==> src/rtl/fpga_cfg_pkg.sv <==
package fpga_cfg_pkg;

  typedef enum logic [2:0] {
    ST_IDLE,
    ST_PROG,
    ST_WAIT_INIT,
    ST_SHIFT,
    ST_CLOCKOUT
  } seq_state_t;

  function automatic int max3(input int a, input int b, input int c);
    int m;
    m = (a > b) ? a : b;
    return (m > c) ? m : c;
  endfunction

endpackage

==> src/rtl/fpga_cfg_sync.sv <==
module fpga_cfg_sync #(
  parameter int WIDTH  = 2,
  parameter int STAGES = 2
) (
  input  logic             clk,
  input  logic             rst_n,
  input  logic [WIDTH-1:0] d,
  output logic [WIDTH-1:0] q
);

  for (genvar b = 0; b < WIDTH; b++) begin : g_bit
    logic [STAGES-1:0] chain;
    always_ff @(posedge clk or negedge rst_n) begin
      if (!rst_n) chain <= '0;
      else        chain <= {chain[STAGES-2:0], d[b]};
    end
    assign q[b] = chain[STAGES-1];
  end

endmodule

==> src/rtl/fpga_cfg_shifter.sv <==
module fpga_cfg_shifter #(
  parameter int BYTE_W    = 8,
  parameter int PHASE_CYC = 1
) (
  input  logic              clk,
  input  logic              rst_n,
  input  logic              byte_go,
  input  logic [BYTE_W-1:0] byte_in,
  input  logic              pulse_go,
  output logic              idle,
  output logic              cclk,
  output logic              cdata
);

  localparam int PH_W  = (PHASE_CYC > 1) ? $clog2(PHASE_CYC) : 1;
  localparam int BIT_W = $clog2(BYTE_W + 1);

  logic              active;
  logic              high;
  logic [PH_W-1:0]   ph_cnt;
  logic [BIT_W-1:0]  bits_left;
  logic [BYTE_W-1:0] sreg;

  assign idle = !active;

  always_ff @(posedge clk or negedge rst_n) begin
    if (!rst_n) begin
      active    <= 1'b0;
      high      <= 1'b0;
      ph_cnt    <= '0;
      bits_left <= '0;
      sreg      <= '0;
      cclk      <= 1'b0;
      cdata     <= 1'b0;
    end else if (!active) begin
      if (byte_go) begin
        active    <= 1'b1;
        high      <= 1'b0;
        ph_cnt    <= '0;
        bits_left <= BIT_W'(BYTE_W);
        sreg      <= byte_in;
        cdata     <= byte_in[BYTE_W-1];
      end else if (pulse_go) begin
        active    <= 1'b1;
        high      <= 1'b0;
        ph_cnt    <= '0;
        bits_left <= BIT_W'(1);
        sreg      <= '0;
        cdata     <= 1'b0;
      end
    end else if (ph_cnt == PH_W'(PHASE_CYC - 1)) begin
      ph_cnt <= '0;
      if (!high) begin
        high <= 1'b1;
        cclk <= 1'b1;
      end else begin
        high <= 1'b0;
        cclk <= 1'b0;
        if (bits_left == BIT_W'(1)) begin
          active <= 1'b0;
          cdata  <= 1'b0;
        end else begin
          bits_left <= bits_left - 1'b1;
          sreg      <= sreg << 1;
          cdata     <= sreg[BYTE_W-2];
        end
      end
    end else begin
      ph_cnt <= ph_cnt + 1'b1;
    end
  end

endmodule

==> src/rtl/fpga_cfg_seq.sv <==
module fpga_cfg_seq
  import fpga_cfg_pkg::*;
#(
  parameter int LEN_W          = 32,
  parameter int ID_W           = 4,
  parameter int PROG_HOLD_CYC  = 64,
  parameter int INIT_POLL_MAX  = 100000,
  parameter int DONE_PULSE_MAX = 100000
) (
  input  logic             clk,
  input  logic             rst_n,
  input  logic             start,
  input  logic [ID_W-1:0]  img_id,
  input  logic [LEN_W-1:0] img_len,
  input  logic             s_valid,
  input  logic             s_err,
  output logic             s_ready,
  input  logic             init_ok,
  input  logic             done_ok,
  input  logic             sh_idle,
  output logic             byte_go,
  output logic             pulse_go,
  output logic             prog_n,
  output logic             busy,
  output logic             load_ok,
  output logic             err_init_to,
  output logic             err_done_to
);

  localparam int CNT_MAX = max3(PROG_HOLD_CYC, INIT_POLL_MAX, DONE_PULSE_MAX);
  localparam int CNT_W   = $clog2(CNT_MAX + 1);

  seq_state_t       state;
  logic [CNT_W-1:0] cnt;
  logic [LEN_W-1:0] len_left;
  logic [ID_W-1:0]  req_id;
  logic [ID_W-1:0]  loaded_id;
  logic             loaded_vld;
  logic             accept;

  assign busy     = (state != ST_IDLE);
  assign prog_n   = (state != ST_PROG);
  assign s_ready  = (state == ST_SHIFT) && sh_idle && (len_left != '0);
  assign accept   = s_valid && s_ready;
  assign byte_go  = accept && !s_err;
  assign pulse_go = (state == ST_CLOCKOUT) && sh_idle && !done_ok &&
                    (cnt != CNT_W'(DONE_PULSE_MAX));

  always_ff @(posedge clk or negedge rst_n) begin
    if (!rst_n) begin
      state       <= ST_IDLE;
      cnt         <= '0;
      len_left    <= '0;
      req_id      <= '0;
      loaded_id   <= '0;
      loaded_vld  <= 1'b0;
      load_ok     <= 1'b0;
      err_init_to <= 1'b0;
      err_done_to <= 1'b0;
    end else begin
      unique case (state)
        ST_IDLE: begin
          if (start) begin
            err_init_to <= 1'b0;
            err_done_to <= 1'b0;
            if (loaded_vld && (img_id == loaded_id)) begin
              load_ok <= 1'b1;
            end else begin
              load_ok    <= 1'b0;
              loaded_vld <= 1'b0;
              req_id     <= img_id;
              len_left   <= img_len;
              cnt        <= '0;
              state      <= ST_PROG;
            end
          end
        end
        ST_PROG: begin
          if (cnt == CNT_W'(PROG_HOLD_CYC - 1)) begin
            cnt   <= '0;
            state <= ST_WAIT_INIT;
          end else begin
            cnt <= cnt + 1'b1;
          end
        end
        ST_WAIT_INIT: begin
          if (init_ok) begin
            cnt   <= '0;
            state <= (len_left == '0) ? ST_CLOCKOUT : ST_SHIFT;
          end else if (cnt == CNT_W'(INIT_POLL_MAX - 1)) begin
            err_init_to <= 1'b1;
            state       <= ST_IDLE;
          end else begin
            cnt <= cnt + 1'b1;
          end
        end
        ST_SHIFT: begin
          if (accept) begin
            if (s_err) begin
              state <= ST_CLOCKOUT;
            end else begin
              len_left <= len_left - 1'b1;
              if (len_left == LEN_W'(1)) state <= ST_CLOCKOUT;
            end
          end
        end
        ST_CLOCKOUT: begin
          if (sh_idle) begin
            if (done_ok) begin
              load_ok    <= 1'b1;
              loaded_vld <= 1'b1;
              loaded_id  <= req_id;
              state      <= ST_IDLE;
            end else if (cnt == CNT_W'(DONE_PULSE_MAX)) begin
              err_done_to <= 1'b1;
              state       <= ST_IDLE;
            end else begin
              cnt <= cnt + 1'b1;
            end
          end
        end
        default: state <= ST_IDLE;
      endcase
    end
  end

endmodule

==> src/rtl/fpga_cfg_loader.sv <==
module fpga_cfg_loader #(
  parameter int BYTE_W         = 8,
  parameter int LEN_W          = 32,
  parameter int ID_W           = 4,
  parameter int PROG_HOLD_CYC  = 64,
  parameter int INIT_POLL_MAX  = 100000,
  parameter int DONE_PULSE_MAX = 100000,
  parameter int PHASE_CYC      = 1,
  parameter int SYNC_STAGES    = 2
) (
  input  logic              clk,
  input  logic              rst_n,
  input  logic              start,
  input  logic [ID_W-1:0]   img_id,
  input  logic [LEN_W-1:0]  img_len,
  input  logic              s_valid,
  output logic              s_ready,
  input  logic [BYTE_W-1:0] s_data,
  input  logic              s_err,
  output logic              cfg_prog_n,
  output logic              cfg_clk,
  output logic              cfg_dout,
  input  logic              cfg_init_n,
  input  logic              cfg_done,
  output logic              busy,
  output logic              load_ok,
  output logic              err_init_to,
  output logic              err_done_to
);

  logic [1:0] sync_q;
  logic       sh_idle;
  logic       byte_go;
  logic       pulse_go;

  fpga_cfg_sync #(
    .WIDTH  (2),
    .STAGES (SYNC_STAGES)
  ) u_sync (
    .clk   (clk),
    .rst_n (rst_n),
    .d     ({cfg_done, cfg_init_n}),
    .q     (sync_q)
  );

  fpga_cfg_seq #(
    .LEN_W          (LEN_W),
    .ID_W           (ID_W),
    .PROG_HOLD_CYC  (PROG_HOLD_CYC),
    .INIT_POLL_MAX  (INIT_POLL_MAX),
    .DONE_PULSE_MAX (DONE_PULSE_MAX)
  ) u_seq (
    .clk         (clk),
    .rst_n       (rst_n),
    .start       (start),
    .img_id      (img_id),
    .img_len     (img_len),
    .s_valid     (s_valid),
    .s_err       (s_err),
    .s_ready     (s_ready),
    .init_ok     (sync_q[0]),
    .done_ok     (sync_q[1]),
    .sh_idle     (sh_idle),
    .byte_go     (byte_go),
    .pulse_go    (pulse_go),
    .prog_n      (cfg_prog_n),
    .busy        (busy),
    .load_ok     (load_ok),
    .err_init_to (err_init_to),
    .err_done_to (err_done_to)
  );

  fpga_cfg_shifter #(
    .BYTE_W    (BYTE_W),
    .PHASE_CYC (PHASE_CYC)
  ) u_shift (
    .clk      (clk),
    .rst_n    (rst_n),
    .byte_go  (byte_go),
    .byte_in  (s_data),
    .pulse_go (pulse_go),
    .idle     (sh_idle),
    .cclk     (cfg_clk),
    .cdata    (cfg_dout)
  );

endmodule

==> config.mk <==
export PLATFORM = sky130hd
export DESIGN_NAME = fpga_cfg_loader
export DESIGN_NICKNAME = d
export VERILOG_FILES = /design/src/rtl/fpga_cfg_pkg.sv /design/src/rtl/fpga_cfg_sync.sv /design/src/rtl/fpga_cfg_shifter.sv /design/src/rtl/fpga_cfg_seq.sv /design/src/rtl/fpga_cfg_loader.sv
export SDC_FILE = /design/constraint.sdc
export NUM_CORES = 1
export LEC_CHECK = 0
export ABC_AREA = 1
export BUFFER_PORTS_ARGS = -buffer_cell sky130_fd_sc_hd__buf_2
export CAP_MARGIN = 5
export CORE_ASPECT_RATIO = 1.1
export CORE_MARGIN = 1
export CORE_UTILIZATION = 49
export DETAILED_ROUTE_END_ITERATION = 12
export PLACE_DENSITY = 0.68
export SLEW_MARGIN = 20
export SYNTH_ARGS = -nofsm -noshare
export SYNTH_HDL_FRONTEND = slang
export SYNTH_SLANG_ARGS = --single-unit
==> constraint.sdc <==
create_clock -name clk -period 1.9 [get_ports clk]
set_clock_uncertainty 0.1 [all_clocks]
set_input_delay 0.095 -clock clk [delete_from_list [all_inputs] [get_ports clk]]
set_output_delay 0.095 -clock clk [all_outputs]
set_load 0.01 [all_outputs]
; Word level (Yosys, flattened, before mapping)
; Index checks and enable logic that the tools add are counted.
[word_totals]
latchBits = 0
ram_bits = 0
romBits = 0
input_bits = 51
reg_bits = 84
mem_count = 0
word_cells = 162
out_inout_bits = 8
[classes]
mux = 73
mul = 0
shifts = 0
bitwise = 3
n_div = 0
n_lt_le_gt_ge = 0
n_reduce_logical = 33
add_sub_neg = 4
n_eq_ne = 31
[op_table]
columns = cell, n
row1 = $mux 17, 8
row2 = $mux 32, 4
row3 = $pmux 17 s4, 1
row4 = $pmux 32 s2, 1
row5 = $mux 7, 6
row6 = $mux 3, 12
row7 = $eq 17x17->1 const B, 2
row8 = $eq 32x1->1 const B, 1
row9 = $logic_not 32->1, 1
row10 = $reduce_bool 32->1, 1
row11 = $sub 32x1->32 const B, 1
row12 = $mux 1, 30
row13 = $mux 4, 6
row14 = $ne 2x2->1 const B, 12
row15 = $add 17x1->17 const B, 1
row16 = $eq 17x6->1 const B, 1
row17 = $ne 17x17->1 const B, 1
row18 = $pmux 3 s5, 1
row19 = $reduce_and 5->1, 3
row20 = $reduce_and 4->1, 3
row21 = $ne 3x3->1 const B, 3
row22 = $reduce_and 3->1, 3
row23 = $logic_and 1x1->1, 8
row24 = $pmux 1 s2, 4
row25 = other kinds (19), 30

; Logic depth before layout (Yosys ltp)
; Gate-level depths: netlist of the first run.
[logic_depth]
depth_word = 7
depth_mapped = 15

; Cells and area by module
; A second synthesis of the first run with hierarchy kept.
[unflattened]
cells_unflattened = 883
hier_area_um2 = 5972.0
[modules_own_cells]
columns = mod, area_per_inst_um2, seq_area_each_um2, cells_each, instances
row1 = fpga_cfg_seq, 5048.6, 1601.5, 778, 1
row2 = fpga_cfg_shifter, 808.3, 375.4, 99, 1
row3 = fpga_cfg_sync, 115.1, 100.1, 6, 1

; Worst setup path after synthesis of the first run
; Ideal clock, no wire load.
[synth_path]
kind = reg2reg
from = register u_seq.cnt[0]
to = register u_seq.state[1]
arrival_ns = 1.561
synth_period_minus_slack_ns = 1.778
n_path_buf = 0
slack_ns = 0.122
stages_incl_launch_ff = 13
path_cell_list = dfrtp_1 -> ha_1 -> nand2_1 -> nor2_2 -> nand2_1 -> nor2_1 -> nand2_1 -> nand2_1 -> nand3_1 -> nor2_2 -> nand3_2 -> nand2_1 -> nand2_1
[synth_between]
elab_chain_len = 3
elab_cells_between_ends = 7
cone_classes = 6 x eq/ne / 1 x reduce/logical
[synth_lines]
columns = item, line
row1 = "start, declared", fpga_cfg_seq.sv:34  ; logic [CNT_W-1:0] cnt;
row2 = "start signal, assigned", fpga_cfg_seq.sv:83  ; cnt <= cnt + 1'b1;
row3 = "start signal, assigned", fpga_cfg_seq.sv:94  ; cnt <= cnt + 1'b1;
row4 = "start signal, assigned", fpga_cfg_seq.sv:118  ; cnt <= cnt + 1'b1;
row5 = "$eq 17x17->1, or another cell as far along", fpga_cfg_seq.sv:90  ; end else if (cnt == CNT_W'(INIT_POLL_MAX - 1)) begin
row6 = "$ne 3x2->1 (no line), or another cell as far along", n/a
row7 = $reduce_and 8->1 (no line) *, n/a
row8 = "end signal, assigned", fpga_cfg_seq.sv:89  ; state <= (len_left == '0) ? ST_CLOCKOUT : ST_SHIFT;
row9 = "end, declared", fpga_cfg_seq.sv:33  ; seq_state_t state;
; Mark *: on every way between the ends. The rest lies on a longest branch, timed or not.
; A chain may end at the register's enable or synchronous reset.

; Worst setup path in the final report of the first run
[layout_path]
from = register u_seq.cnt[1]
to = register u_seq.cnt[10]
[layout_between]
elab_chain_len = 5
elab_cells_between_ends = 14
cone_classes = 1 x add/sub / 5 x eq/ne / 7 x mux / 1 x reduce/logical
[layout_lines]
columns = item, line
row1 = $add 17x1->17, "fpga_cfg_seq.sv:83, fpga_cfg_seq.sv:94, fpga_cfg_seq.sv:118"
row2 = $mux 17, fpga_cfg_seq.sv:114  ; end else if (cnt == CNT_W'(DONE_PULSE_MAX)) begin
row3 = $mux 17, fpga_cfg_seq.sv:109  ; if (done_ok) begin
row4 = $mux 17, fpga_cfg_seq.sv:108  ; if (sh_idle) begin
row5 = $pmux 17 s4, fpga_cfg_seq.sv:61  ; unique case (state)
; Parallel ways exist; a longest one is shown, timed or not. The select of a mux whose other input is x is not followed.

==> impl_metrics.json, run 1 <==
{
  "outcome": "finished, violations left",
  "violations": "negative setup slack",
  "final_cell_mix": "286 x nand2_1, 93 x buf_4, 82 x nor2_1",
  "seq_power_share_pct": 24.5,
  "clkSlewWorstSetupHoldPaths_ns": 0.07,
  "drive_above_1_share_pct": 30.9,
  "hold_viol": 0,
  "comb_power_share_pct": 60.1,
  "place_congestion": 0.936,
  "setup_violations": 30,
  "cts.path.max_buffers": 2,
  "power.clock.fraction_pct": 15.4,
  "yosysSeqAreaShare_pct": 35.7,
  "rows": 41,
  "antenna_cells": 0,
  "place_ws_ns": -0.212,
  "cpMostUsedCell": "nor2_2",
  "first_iter_violations": 474,
  "io_buffers": 58,
  "io_pins": 59,
  "nets": 1180,
  "slowest_delay_ns": 0.42,
  "drc_errors": 0,
  "grt_pass1_vias": 6124,
  "cts_buffers": 9,
  "powerDensity_nw_per_um2": 1420,
  "reg2reg_to": "u_seq.cnt[10]",
  "grt_max_degree": 38,
  "start_util_pct": 50.5,
  "wirelength_um": 19200,
  "min_path_type": "in -> reg",
  "fin_crit_sh_pct": 106,
  "hp-start": "s_data[4]",
  "syn_area_um2": 5830,
  "place_inst": 1181,
  "place_hpwl_um": 12100,
  "p_leak_nw": 4.32,
  "core_area_um2": 11500,
  "syn-instance-count": 916,
  "clockRootBuffer": "clkbuf_16",
  "rr_startpoint": "u_seq.cnt[1]",
  "die_h_um": 116,
  "avgRoutedWirePerCell_um": 15.0,
  "path_cells": "inv_2 -> ha_4 -> inv_4 -> nor2_2 -> nand2_1 -> nor2_2 -> nand3_1 -> nand4_1 -> buf_4 -> nor2_4 -> buf_12 -> buf_6 -> nand2_2 -> o21ai_2",
  "cts_tree": "done",
  "die_w_um": 106,
  "grt_overflow_total": 0,
  "cp_slowest_cell": "dfrtp_1",
  "h-tree-depth": 3,
  "synth-seq-cells": 83,
  "track_usage_pct": 28.9,
  "num_vias": 6846,
  "cts.sinks": 83,
  "switching_share_pct": 44.9,
  "yosys-top-cells-area": "dfrtp_1 36%, nand2_1 22%, nand3_1 7.7%",
  "cp-end-kind": "flip-flop",
  "yosys_warnings": 0,
  "max_cap_violations": 0,
  "grt_pass1_wl_um": 28100,
  "syn_avg_cell_area_um2": 6.36,
  "power.internal_mw": 6.68,
  "syn_nets": 974,
  "fmax_mhz": 495,
  "area_delta_synth_final_pct": 46.2,
  "antenna_left": 0,
  "dieArea_um2": 12300,
  "synth_cell_types": 32,
  "synth_top_area_cell": "dfrtp_1",
  "final_cells": 1277,
  "start_kind": "flip-flop",
  "setup_slack_ns": -0.122,
  "crit_type": "reg -> reg",
  "max_slew.worst_pin.slew_ns": 0.465,
  "antenna_found_initial": 0,
  "via_per_inst": 5.36,
  "irDropWorstVdd_v": 0.000767,
  "fill_cells": 896,
  "synth_top_area_share_pct": 35.7,
  "worstPathRequired_ns": 2.03,
  "fin_crit_ns": 2.02,
  "crit_arrival_ns": 2.15,
  "worst-path-max-fanout": 7,
  "drtPass1Iterations": 5,
  "final_common_cell": "nand2_1",
  "slew_headroom_pct": 68.7,
  "r2r_cells": 14,
  "drv_slew": 0,
  "finalSetupTns_ns": -1.46,
  "ff2ff_setup_slack_ns": -0.12,
  "insertion_delay_ns": 0.35,
  "p_switching_mw": 5.43,
  "hold_end": "u_shift.sreg[4]",
  "min_path_cells": 5,
  "rsz0062_at_grt": "true"
}
-- Yosys cell counts --
library cell and number:
buf_2 5, or2_2 1, nand3_2 3, nor2_4 2, a21oi_2 1, nand2_2 4, a31oi_1 1, nand3b_1 1
inv_1 90, buf_6 6, dfrtp_1 83, nor2_2 8, xnor2_1 2, clkbuf_1 10, o21ai_0 52, o31ai_1 2
ha_1 7, o21ai_1 7, nor3_1 12, nor2_1 112, a21oi_4 1, nand3_1 90, o211ai_1 3, o21bai_1 2
nand2_1 335, nand4_1 36, clkinv_1 1, xor2_1 13, nand4_2 1, inv_2 14, a21oi_1 10, a32oi_1 1
-- state kept, by name, summed over array words and instances (netlist names) --
| register | flops |
|---|---|
| u_seq.loaded_vld | 1 |
| u_shift.sreg | 7 |
| u_seq.loaded_id | 4 |
| u_sync.g_bit.chain | 4 |
| u_shift.high | 1 |
| u_seq.err_done_to | 1 |
| u_seq.load_ok | 1 |
| u_seq.state | 3 |
| u_seq.cnt | 17 |
| u_shift.active | 1 |
| u_seq.err_init_to | 1 |
| u_shift.cdata | 1 |
| u_shift.bits_left | 4 |
| u_shift.cclk | 1 |
| u_seq.req_id | 4 |
| u_seq.len_left | 32 |
-- worst max-delay path: cells and delay by family (launching register included) --
family                   cells  cell delay (ns)
buffers and inverters        5             0.53
AND/OR/NAND/NOR              7             0.64
adder cells (fa/ha/maj)      1             0.14
flip-flops                   1             0.42
AO/OA/AOI/OAI                1             0.05
-- power groups by stage --
stage               registers (mW)  clock network (mW)  logic (mW)
floorplan                     2.78                   0        3.21
global placement              2.87                   0        4.62
detailed placement            2.87                   0        4.69
CTS                           2.86                1.87        5.20
global route                  3.03                1.95        7.90
finish                        2.96                1.87        7.28
-- layout make-up --
| class | count | area [µm²] | share of cell area, % |
|---|---|---|---|
| clock buffer | 15 | 278 | 3.26 |
| timing repair inverter | 1 | 8.76 | 0.103 |
| clock inverter | 1 | 30.0 | 0.353 |
| timing repair buffer | 213 | 1770 | 20.8 |
| inverter | 105 | 417 | 4.89 |
| tap | 150 | 188 | 2.20 |
| sequential | 83 | 2090 | 24.5 |
| multi-input combinational | 709 | 3740 | 43.9 |
-- through the flow --
| stage | power, mW | area [µm²] | utilization, % | hold WS (ns) |
|---|---|---|---|---|
| after floorplan | 5.99 | 5830 | - | -0.301 |
| after global routing | 12.9 | 8520 | 73.8 | 0.0309 |
| after detailed placement | 7.56 | 6800 | 58.9 | -0.115 |
| final | 12.1 | 8520 | 73.8 | 0.00287 |
| after CTS | 9.93 | 7680 | 66.5 | 0.00191 |
| after global placement | 7.49 | 6800 | 58.9 | -0.111 |
-- how the worst max path moves through the flow --
stage	start	endpoint	slack, ns	cells after the start
after floorplan	u_seq.cnt[0]	u_seq.state[1]	0.12	12
after detailed placement	u_seq.cnt[0]	u_seq.cnt[14]	-0.21	12
after CTS	u_seq.cnt[0]	u_shift.bits_left[3]	-0.009	15
final	u_seq.cnt[1]	u_seq.cnt[10]	-0.12	14
after global placement	u_seq.cnt[0]	u_seq.cnt[1]	-0.15	12
after global routing	u_seq.cnt[1]	u_seq.state[0]	-0.24	14
-- per-layer routing --
layer	part of all wire, %	global-route usage [%]
met4	4.7	14.8
met3	4.6	2.68
met1	39	34.6
met2	51	52.2
met5	0	0
-- what timing repair did --
item	in CTS	in global routing
endpoints found under the hold margin	123	0
gates cloned	2	8
buffers inserted	11	20
endpoints found under the setup margin	42	71
hold buffers	41	0
pin swaps	7	49
resized for setup	22	189
-- logic make-up (layout without fill, tap and decap cells) --
kind of cell | count (synthesis) | in the layout | share of synthesized area, %
fa+ha+maj | 7 | 7 | 1.50
buf+inv | 126 | 335 | 9.00
xor+xnor | 15 | 15 | 2.26
compound gates | 80 | 80 | 7.52
simple gates | 605 | 607 | 44.1
flops | 83 | 83 | 35.7
No activity file was read; power rests on OpenSTA's default activity.
==> run 2, diff against run 1 <==
BUFFER_PORTS_ARGS = not set   (was -buffer_cell sky130_fd_sc_hd__buf_2)
CORE_UTILIZATION = 25   (was 49)
DONT_BUFFER_PORTS = 1   (was not set)
PLACE_DENSITY = not set   (was 0.68)
clock period = 2.4 ns   (was 1.9 ns; I/O delays follow)
==> run 2 against run 1 <==
The flow now finishes without violations. Sequential share of layout area increased by 4.9 points. First-iteration DRC count decreased by 42%. Die area increased by 94%. Via count decreased by 13%. Power decreased by 41%. Combinational power decreased by 53%. Worst hold slack improved by 0.020 ns. Register-to-register slack improved by 0.25 ns. Clock-buffer cell count decreased by 4. Critical endpoint is now u_shift.sreg[0].
==> impl_metrics.json, run 2 (synthesized netlist as in run 1, its figures left out) <==
{
  "grt_overflow_total": 0,
  "crit_arrival_ns": 2.41,
  "num_vias": 5960,
  "track_usage_pct": 14.7,
  "drive_above_1_share_pct": 7.44,
  "hold_viol": 0,
  "antenna_cells": 0,
  "cts.path.max_buffers": 2,
  "top_register": "u_seq.len_left",
  "multi_input_area_um2": 3240,
  "io_pins": 59,
  "min_path_type": "in -> reg",
  "p_total_mw": 7.18,
  "h-tree-depth": 3,
  "ff2ff_setup_slack_ns": 0.12,
  "reg2reg_to": "u_shift.sreg[0]",
  "avgRoutedWirePerCell_um": 13.4,
  "nets": 1034,
  "fin_crit_ns": 2.28,
  "core_area_um2": 22900,
  "slowest_delay_ns": 0.58,
  "fin_crit_sh_pct": 94.8,
  "first_iter_violations": 273,
  "setup_slack_ns": 0.124,
  "antenna_found_initial": 0,
  "slew_headroom_pct": 52.1,
  "start_util_pct": 25.5,
  "place_area_um2": 6210,
  "hold_end": "u_seq.req_id[2]",
  "fmax_mhz": 439,
  "worst-path-max-fanout": 8,
  "drtPass1Iterations": 5,
  "cts_buffers": 9,
  "outcome": "completed",
  "wirelength_um": 17200,
  "largest_registers": "u_seq.len_left x32, u_seq.cnt x17, u_shift.sreg x7",
  "fill_cells": 2531,
  "insertion_delay_ns": 0.36,
  "seqCellArea_um2": 2080,
  "largest_reg_flops": 32,
  "place_congestion": 0.928,
  "rows": 58,
  "max_slew.worst_pin.slew_ns": 0.719,
  "drc_errors": 0,
  "fin_area_um2": 7060,
  "final_common_cell": "nand2_1",
  "grt_max_degree": 84,
  "antenna_left": 0,
  "clockRootBuffer": "clkbuf_16",
  "grt_pass1_wl_um": 27700,
  "crit_type": "reg -> reg",
  "fin_util_pct": 30.9,
  "start_kind": "flip-flop",
  "dieArea_um2": 23900,
  "setup_violations": 0,
  "drv_slew": 0,
  "powerDensity_nw_per_um2": 1020,
  "grt_pass1_vias": 5724,
  "area_delta_synth_final_pct": 21.2,
  "hp-start": "start",
  "place_ws_ns": 0.0413,
  "worstPathRequired_ns": 2.54,
  "path_cells": "buf_4 -> nor2_1 -> nand2_1 -> nor2_1 -> nand2_1 -> nor2_1 -> nor2_2 -> nand4_1 -> dlygate4sd3_1 -> nand2_1",
  "io_buffers": 0,
  "min_path_cells": 2,
  "clkSlewWorstSetupHoldPaths_ns": 0.07,
  "die_w_um": 148,
  "cp-end-kind": "flip-flop",
  "die_h_um": 162,
  "place_hpwl_um": 12500,
  "irDropWorstVdd_v": 0.000457,
  "p_leak_nw": 3.48,
  "final_cell_mix": "335 x nand2_1, 111 x nor2_1, 90 x inv_1, 90 x nand3_1, 83 x dfrtp_1",
  "cp-startpoint": "u_seq.len_left[21]",
  "cts.sinks": 83,
  "max_cap_violations": 0,
  "cp_slowest_cell": "dlygate4sd3_1",
  "r2r_cells": 10,
  "rr_startpoint": "u_seq.len_left[21]",
  "cts_tree": "done",
  "via_per_inst": 4.65
}
run 2: power breakdown:
part / total (mW) / switching [mW] / internal [mW]
Clock: 1.48 / 0.617 / 0.868
Sequential: 2.28 / 0.422 / 1.86
Combinational: 3.41 / 2.33 / 1.09
run 2: layout make-up:
type | count | area share [%]
multi-input cells | 708 | 45.9
flip-flops and latches | 83 | 29.4
repair buffers | 69 | 9.36
inverters | 105 | 5.58
well taps | 300 | 5.32
clock buffers | 11 | 3.58
clock inverters | 5 | 0.851
run 2: how the worst max path moves through the flow:
| stage | to | slack [ns] | cells after the start |
|---|---|---|---|
| floorplan | u_seq.state[1] | 0.62 | 12 |
| global placement | u_seq.len_left[26] | 0.12 | 12 |
| detailed placement | u_seq.len_left[5] | 0.04 | 11 |
| CTS | u_seq.len_left[5] | 0.02 | 11 |
| global route | u_seq.len_left[18] | -0.003 | 12 |
| finish | u_shift.sreg[0] | 0.12 | 10 |
run 2: worst max-delay path, delay by kind of cell, from the launching register on:
kind	cells	cell delay, ns
AND/OR/NAND/NOR	8	0.95
buffers and inverters	2	0.72
flip-flops	1	0.38
run 2: metrics by stage:
| stage | std cells | setup TNS (ns) | hold WS, ns |
|---|---|---|---|
| 6_report | 1281 | 0 | 0.0233 |
| 5_1_grt | 1281 | -0.00316 | 0.0823 |
| 4_1_cts | 1280 | 0 | 0.0259 |
| 3_5_place_dp | 1214 | 0 | -0.272 |
| 3_3_place_gp | 1214 | 0 | -0.272 |
| 2_1_floorplan | 916 | 0 | -0.276 |
run 2: timing repair:
| item | CTS | global route |
|---|---|---|
| hold buffers | 50 | 0 |
| buffers inserted | 0 | 0 |
| endpoints found under the setup margin | 0 | 23 |
| gates resized for setup | 0 | 2 |
| endpoints found under the hold margin | 132 | 0 |
run 2: per-layer routing:
layer	track usage [%]	share of wire (%)
met1	17.3	43
met2	26.3	50
met3	2.75	4.5
met4	5.90	2.5
met5	0	0
